===== config.mk =====
export PLATFORM = sky130hd
export DESIGN_NAME = wbuf_merge
export DESIGN_NICKNAME = d
export VERILOG_FILES = /design/src/rtl/wbuf_pkg.sv /design/src/rtl/wbuf_slot.sv /design/src/rtl/wbuf_match.sv /design/src/rtl/wbuf_ctrl.sv /design/src/rtl/wbuf_merge.sv
export SDC_FILE = /design/constraint.sdc
export NUM_CORES = 2
export LEC_CHECK = 0
export BUFFER_PORTS_ARGS = -buffer_cell sky130_fd_sc_hd__buf_2
export CAP_MARGIN = 30
export CORE_ASPECT_RATIO = 1.5
export CORE_MARGIN = 4
export CORE_UTILIZATION = 53
export CTS_CLUSTER_DIAMETER = 120
export DETAILED_ROUTE_END_ITERATION = 8
export HOLD_SLACK_MARGIN = 0.02
export PLACE_DENSITY = 0.75
export REMOVE_ABC_BUFFERS = 1
export SYNTH_ARGS = -nofsm -noshare
export SYNTH_HDL_FRONTEND = slang
export SYNTH_SLANG_ARGS = --single-unit

===== constraint.sdc =====
create_clock -name clk -period 3.97 [get_ports clk]
set_clock_uncertainty 0.2 [all_clocks]
set_input_delay 0.794 -clock clk [delete_from_list [all_inputs] [get_ports clk]]
set_output_delay 0.794 -clock clk [all_outputs]
set_load 0.02 [all_outputs]

===== src/rtl/wbuf_pkg.sv =====
package wbuf_pkg;

    typedef enum logic [1:0] {
        OCC_EMPTY   = 2'd0,
        OCC_PARTIAL = 2'd1,
        OCC_FULL    = 2'd2
    } occ_e;

endpackage


===== src/rtl/wbuf_slot.sv =====
module wbuf_slot #(
    parameter int TAG_W     = 28,
    parameter int BLK_BYTES = 16
) (
    input  logic                   clk,
    input  logic                   rst_n,
    input  logic                   load_i,
    input  logic                   merge_i,
    input  logic                   clear_i,
    input  logic [TAG_W-1:0]       tag_i,
    input  logic [8*BLK_BYTES-1:0] data_i,
    input  logic [BLK_BYTES-1:0]   be_i,
    output logic                   valid_o,
    output logic [TAG_W-1:0]       tag_o,
    output logic [8*BLK_BYTES-1:0] data_o,
    output logic [BLK_BYTES-1:0]   be_o
);

    always_ff @(posedge clk) begin
        if (!rst_n) begin
            valid_o <= 1'b0;
            tag_o   <= '0;
            data_o  <= '0;
            be_o    <= '0;
        end else if (load_i) begin
            valid_o <= 1'b1;
            tag_o   <= tag_i;
            be_o    <= be_i;
            for (int b = 0; b < BLK_BYTES; b++) begin
                data_o[8*b +: 8] <= be_i[b] ? data_i[8*b +: 8] : 8'h00;
            end
        end else if (merge_i) begin
            be_o <= be_o | be_i;
            for (int b = 0; b < BLK_BYTES; b++) begin
                if (be_i[b]) begin
                    data_o[8*b +: 8] <= data_i[8*b +: 8];
                end
            end
        end else if (clear_i) begin
            valid_o <= 1'b0;
        end
    end

    // a merged slot keeps every byte it already had
    a_r4_mask_grows: assert property (@(posedge clk) disable iff (!rst_n)
        (merge_i && !load_i) |=> ((be_o & $past(be_o)) == $past(be_o)));

endmodule


===== src/rtl/wbuf_match.sv =====
module wbuf_match #(
    parameter int TAG_W = 28,
    parameter int DEPTH = 4,
    parameter int PTR_W = 2
) (
    input  logic             clk,
    input  logic             rst_n,
    input  logic [TAG_W-1:0] tag_i,
    input  logic [DEPTH-1:0] valid_i,
    input  logic [TAG_W-1:0] tags_i [DEPTH],
    input  logic [PTR_W-1:0] head_i,
    output logic [DEPTH-1:0] hit_o
);

    for (genvar g = 0; g < DEPTH; g++) begin : g_cmp
        assign hit_o[g] = valid_i[g] && (tags_i[g] == tag_i) && (head_i != PTR_W'(g));
    end

    // only one waiting entry can own a block
    a_r4_single_match: assert property (@(posedge clk) disable iff (!rst_n)
        $onehot0(hit_o));

endmodule


===== src/rtl/wbuf_ctrl.sv =====
module wbuf_ctrl
    import wbuf_pkg::*;
#(
    parameter int DEPTH = 4,
    parameter int PTR_W = 2,
    parameter int CNT_W = 3
) (
    input  logic             clk,
    input  logic             rst_n,
    input  logic             wr_valid_i,
    input  logic             wr_hit_i,
    input  logic             mem_ready_i,
    output logic             wr_ready_o,
    output logic             mem_valid_o,
    output logic             push_o,
    output logic             pop_o,
    output logic [PTR_W-1:0] head_o,
    output logic [PTR_W-1:0] tail_o
);

    occ_e             state_q, state_d;
    logic [CNT_W-1:0] count_q, count_d;
    logic [PTR_W-1:0] head_q, head_d;
    logic             full;

    always_ff @(posedge clk) begin
        if (!rst_n) begin
            state_q <= OCC_EMPTY;
            count_q <= '0;
            head_q  <= '0;
        end else begin
            state_q <= state_d;
            count_q <= count_d;
            head_q  <= head_d;
        end
    end

    always_comb begin
        mem_valid_o = (state_q != OCC_EMPTY);
        full        = (state_q == OCC_FULL);
        pop_o       = mem_valid_o && mem_ready_i;
        wr_ready_o  = !full || wr_hit_i || pop_o;
        push_o      = wr_valid_i && wr_ready_o && !wr_hit_i;
        head_o      = head_q;
        tail_o      = head_q + count_q[PTR_W-1:0];
    end

    always_comb begin
        count_d = count_q + CNT_W'(push_o) - CNT_W'(pop_o);
        head_d  = pop_o ? head_q + PTR_W'(1) : head_q;
        state_d = state_q;
        unique case (state_q)
            OCC_EMPTY: begin
                if (push_o) state_d = OCC_PARTIAL;
            end
            OCC_PARTIAL: begin
                if (count_d == '0)                state_d = OCC_EMPTY;
                else if (count_d == CNT_W'(DEPTH)) state_d = OCC_FULL;
            end
            OCC_FULL: begin
                if (pop_o && !push_o) state_d = OCC_PARTIAL;
            end
            default: state_d = OCC_EMPTY;
        endcase
    end

    a_r9_no_overflow: assert property (@(posedge clk) disable iff (!rst_n)
        count_q <= CNT_W'(DEPTH));

    a_r6_blocked_holds: assert property (@(posedge clk) disable iff (!rst_n)
        (wr_valid_i && !wr_ready_o) |=> (count_q == $past(count_q) && head_q == $past(head_q)));

    a_r4_merge_no_slot: assert property (@(posedge clk) disable iff (!rst_n)
        (wr_hit_i && !pop_o) |=> (count_q == $past(count_q)));

endmodule


===== src/rtl/wbuf_merge.sv =====
module wbuf_merge #(
    parameter int ADDR_W    = 32,
    parameter int BLK_BYTES = 16,
    parameter int DEPTH     = 4
) (
    input  logic                   clk,
    input  logic                   rst_n,
    input  logic                   wr_valid,
    output logic                   wr_ready,
    input  logic [ADDR_W-1:0]      wr_addr,
    input  logic [8*BLK_BYTES-1:0] wr_data,
    input  logic [BLK_BYTES-1:0]   wr_be,
    output logic                   mem_valid,
    input  logic                   mem_ready,
    output logic [ADDR_W-1:0]      mem_addr,
    output logic [8*BLK_BYTES-1:0] mem_data,
    output logic [BLK_BYTES-1:0]   mem_be
);

    localparam int OFF_W = $clog2(BLK_BYTES);
    localparam int TAG_W = ADDR_W - OFF_W;
    localparam int PTR_W = $clog2(DEPTH);
    localparam int CNT_W = $clog2(DEPTH + 1);

    logic [TAG_W-1:0]       wr_tag;
    logic [DEPTH-1:0]       slot_valid;
    logic [TAG_W-1:0]       slot_tag  [DEPTH];
    logic [8*BLK_BYTES-1:0] slot_data [DEPTH];
    logic [BLK_BYTES-1:0]   slot_be   [DEPTH];
    logic [DEPTH-1:0]       hit_vec;
    logic                   wr_hit;
    logic                   push, pop;
    logic [PTR_W-1:0]       head, tail;

    assign wr_tag = wr_addr[ADDR_W-1:OFF_W];
    assign wr_hit = wr_valid && (|hit_vec);

    wbuf_match #(.TAG_W(TAG_W), .DEPTH(DEPTH), .PTR_W(PTR_W)) u_match (
        .clk    (clk),
        .rst_n  (rst_n),
        .tag_i  (wr_tag),
        .valid_i(slot_valid),
        .tags_i (slot_tag),
        .head_i (head),
        .hit_o  (hit_vec)
    );

    wbuf_ctrl #(.DEPTH(DEPTH), .PTR_W(PTR_W), .CNT_W(CNT_W)) u_ctrl (
        .clk        (clk),
        .rst_n      (rst_n),
        .wr_valid_i (wr_valid),
        .wr_hit_i   (wr_hit),
        .mem_ready_i(mem_ready),
        .wr_ready_o (wr_ready),
        .mem_valid_o(mem_valid),
        .push_o     (push),
        .pop_o      (pop),
        .head_o     (head),
        .tail_o     (tail)
    );

    for (genvar g = 0; g < DEPTH; g++) begin : g_slot
        wbuf_slot #(.TAG_W(TAG_W), .BLK_BYTES(BLK_BYTES)) u_slot (
            .clk    (clk),
            .rst_n  (rst_n),
            .load_i (push && (tail == PTR_W'(g))),
            .merge_i(wr_hit && hit_vec[g]),
            .clear_i(pop && (head == PTR_W'(g))),
            .tag_i  (wr_tag),
            .data_i (wr_data),
            .be_i   (wr_be),
            .valid_o(slot_valid[g]),
            .tag_o  (slot_tag[g]),
            .data_o (slot_data[g]),
            .be_o   (slot_be[g])
        );
    end

    assign mem_addr = {slot_tag[head], {OFF_W{1'b0}}};
    assign mem_data = slot_data[head];
    assign mem_be   = slot_be[head];

    a_r3_hold_stable: assert property (@(posedge clk) disable iff (!rst_n)
        (mem_valid && !mem_ready) |=> (mem_valid && $stable(mem_addr) && $stable(mem_data) && $stable(mem_be)));

    a_r2_first_visible: assert property (@(posedge clk) disable iff (!rst_n)
        (!mem_valid && wr_valid && wr_ready) |=> mem_valid);

    a_r1_appear_after_write: assert property (@(posedge clk) disable iff (!rst_n)
        $rose(mem_valid) |-> $past(wr_valid && wr_ready));

endmodule


==> summary.md <==
| Metric | Value |
|---|---|
| Req. time, crit path | 4.30 ns |
| Outcome | complete, no violations |
| DR iter-0 viols | 2620 |
| Nets@finish | 3702 |
| RSZ-0062 raised after global routing | no |
| Port Buf Inserts | 349 |
| Largest net degree at the start of global routing | 145 |
| Area contributors post-synth | dfxtp_1 (45%), mux4_2 (13%), o22ai_1 (12%), nand2_1 (8.0%), nand3_1 (3.9%) |
| Highest clock rate | 276 MHz |
| Warnings, synthesis | 0 |
| Top-count cell post-synth | dfxtp_1 |
| Synthesis-stage register bit count | 699 |
| Number of synthesized flops with an enable pin | 0 |
| Fin. Hold Viols | 0 |
| Setup CP Type | reg -> reg |
| Hold/Removal Path Class | reg -> reg |
| First-pass DRT Iterations | 5 |
| Max Slew Vio Count | 0 |
| Global Route Usage Sum | 0.310 |
| Final Cycle Share | 0.913 |
| Antenna viol nets, final | 0 |
| Max-slew headroom | 0.382 |
| FF-to-FF setup slack | 0.34 ns |
| # IOs | 358 |
| Cell Pwr Density | 561 nW/um2 |
| CP max stage cell | or4_4 |
| Buffers & Inverters on Critical Path | 1 |
| Post-Syn Area per Cell | 9.56 um2 |
| Synth cell count leaders | dfxtp_1 (699), nand2_1 (661), o22ai_1 (576), nand3_1 (242), clkbuf_1 (220) |
| TritonCTS Sinks | 699 |
| Measured slew at the worst slew-check pin | 0.927 ns |
| CTS resizes | 0 |
| Die width | 205 um |
| Crit. End Element | flip-flop |
| Routed vias | 27453 |
| H-tree depth | 3 |
| Final core utilization | 0.632 |
| Largest stage delay on the critical path | 0.56 ns |
| Worst VDD drop | 0.412 mV |
| Final setup violation count | 0 |
| Register area share after synthesis | 0.454 |
| Root buffer cell | clkbuf_16 |
| Number of global-route vias before repair | 26785 |
| Area Overhead vs Synth | 18.2% |
| Post-CTS Setup Bufs | 0 |
| Placer Congestion | 0.969 |
| Cell taking the most area after synthesis | dfxtp_1 |
| Crit path DAT | 3.96 ns |
| Share of the synthesized area in the top cell type | 0.454 |
| Bufs on Longest Clock Path | 3 |
| Post-synth top flop | dfxtp_1 |
| Leakage | 13.3 nW |
| Global-route wire length before repair | 153 mm |
| DR vias/cell | 6.32 |
| Max Cap Viol | 0 |
| Post-DP HPWL | 64.4 mm |
| Core area | 57700 um2 |
| Drt drc | 0 |
| Startpoint Class | flip-flop |
| CP delay by family, top | simple AND/OR/NAND/NOR gates |
| Share of post-route cells with drive strength above 1 | 0.253 |
| CP cell instances | xor2_1, nor4_1, nand4_1, nor2_1, or4_4, nor2_1, ha_1, inv_1, fa_1, xnor2_1, xnor2_1, nand2_1, nor4_1, o21ai_0, nor2_1 |
| Tmin final | 3.63 ns |
| Maximum fanout along the worst path | 3 |
| WL per Instance | 23.2 um |
| Hold buffers post-CTS | 0 |
| Area of the die | 62200 um2 |
| Syn Std Cell Area | 30800 um2 |
| Initial antenna violation count | 8 |
| Total CTS buffers | 68 |
| Chip Height | 303 um |
| Congestion Overflow GR | 0 |
| CTS tree | yes |
| Fraction of registers with async set/reset | 0 |
| Starting density of the core | 0.534 |
| Pwr Total | 20.4 mW |
| Most used cell, CP | nor2_1 |
| Routed WL | 101 mm |
| Netlist cell types | 46 |
| Post-Synthesis Cells | 3225 |
| Clock transition at path regs | 0.06 ns |
| Worst hold margin | 0.253 ns |
| Number of cell rows | 108 |
| Worst-Skew Late Latency | 0.60 ns |
final timing paths:
kind	start	endpoint	cells after the start
worst max-delay path	g_slot[0].u_slot.tag_o[17]	u_ctrl.state_q[1]	15
worst max register to register	g_slot[0].u_slot.tag_o[17]	u_ctrl.state_q[1]	15
worst min register to register	g_slot[3].u_slot.data_o[33]	g_slot[3].u_slot.data_o[33]	2
worst min-delay path	g_slot[3].u_slot.data_o[33]	g_slot[3].u_slot.data_o[33]	2
cell families (layout without fill, tap and decap cells):
kind of cell / after synthesis / count (layout) / synth area share
and+or+nand+nor: 1026 / 1026 / 0.145
DFF: 699 / 699 / 0.454
buffers and inverters: 319 / 659 / 0.0470
muxes: 172 / 172 / 0.126
AOI/OAI and AO/OA: 882 / 882 / 0.191
xor gates and xnor gates: 118 / 118 / 0.0335
other: 1 / 10 / 0.000122
adders and majority gates: 8 / 8 / 0.00349
power by group:
part	switching, mW	internal [mW]
combinational	3.57	1.96
clock	2.85	3.97
sequential	0.423	7.68
area by class of cell:
cell class / count / area [um2]
fillers: 4775 / 21200
multi-input cells: 2210 / 15500
flip-flops and latches: 699 / 14000
repair buffers: 525 / 3530
clock buffers: 99 / 2060
well taps: 770 / 963
clock inverters: 25 / 298
inverters: 10 / 38.8
diodes: 6 / 15.0
flip-flops by register name, summed over array words and instances, names as in the netlist:
name,cells
g_slot.u_slot.valid_o,4
u_ctrl.head_o,2
u_ctrl.state_q,2
u_ctrl.count_q,3
g_slot.u_slot.tag_o,112
g_slot.u_slot.be_o,64
g_slot.u_slot.data_o,512
cells in the final DEF, fill, tap and decap left out, types with 4 or more instances in the layout:
cell type   synthesis  routed
buf_4              33     140
nor3_4              0       4
o21ai_0           114     114
clkbuf_16           0      72
ha_1                7       7
clkbuf_1          220      11
dfxtp_1           699     697
bufinv_16           0       5
mux4_2            172     172
diode_2             0       6
xor2_1            112     112
conb_1              1       4
a21oi_4             0       4
o21a_1              4       4
o21ai_4            64      64
clkinv_2            0      12
nand2_1           661     659
xnor2_1             6       6
clkinvlp_4          0       4
clkbuf_8            0      16
nand3_1           242     240
nor3b_1             6       6
a21boi_0            4       4
nor4_1             49      48
nand4_1            15      15
inv_1               8       8
a21oi_1           116     113
buf_12              1      33
o22ai_1           576     576
nor3_1             11       9
buf_2              20     348
nor2_1             19      17
per-layer routing:
| metal | global-route usage | share of wire | vias to the layer above |
|---|---|---|---|
| met3 | 0.0491 | 0.076 | 331 |
| li1 | - | - | 12502 |
| met2 | 0.526 | 0.50 | 1332 |
| met1 | 0.379 | 0.37 | 13286 |
| met5 | 0 | 0.00012 | - |
| met4 | 0.166 | 0.058 | 2 |
metrics by stage:
stage	setup TNS (ns)	cell area (um2)	setup WS (ns)	std cells
after floorplan	-8764.09	29400	-12.19	2919
after global placement	-0.201	34000	-0.201	4211
after detailed placement	-0.218	34000	-0.218	4212
after CTS	0	36400	0.183	4336
after global routing	0	36500	0.0928	4343
final	0	36500	0.344	4344
tightest hold or removal path, cell delays in order, from the launching register on:
cell,delay (ns)
dfxtp_1,0.31
nand2_1,0.05
o22ai_1,0.05
(Power assumes the default switching activity.)
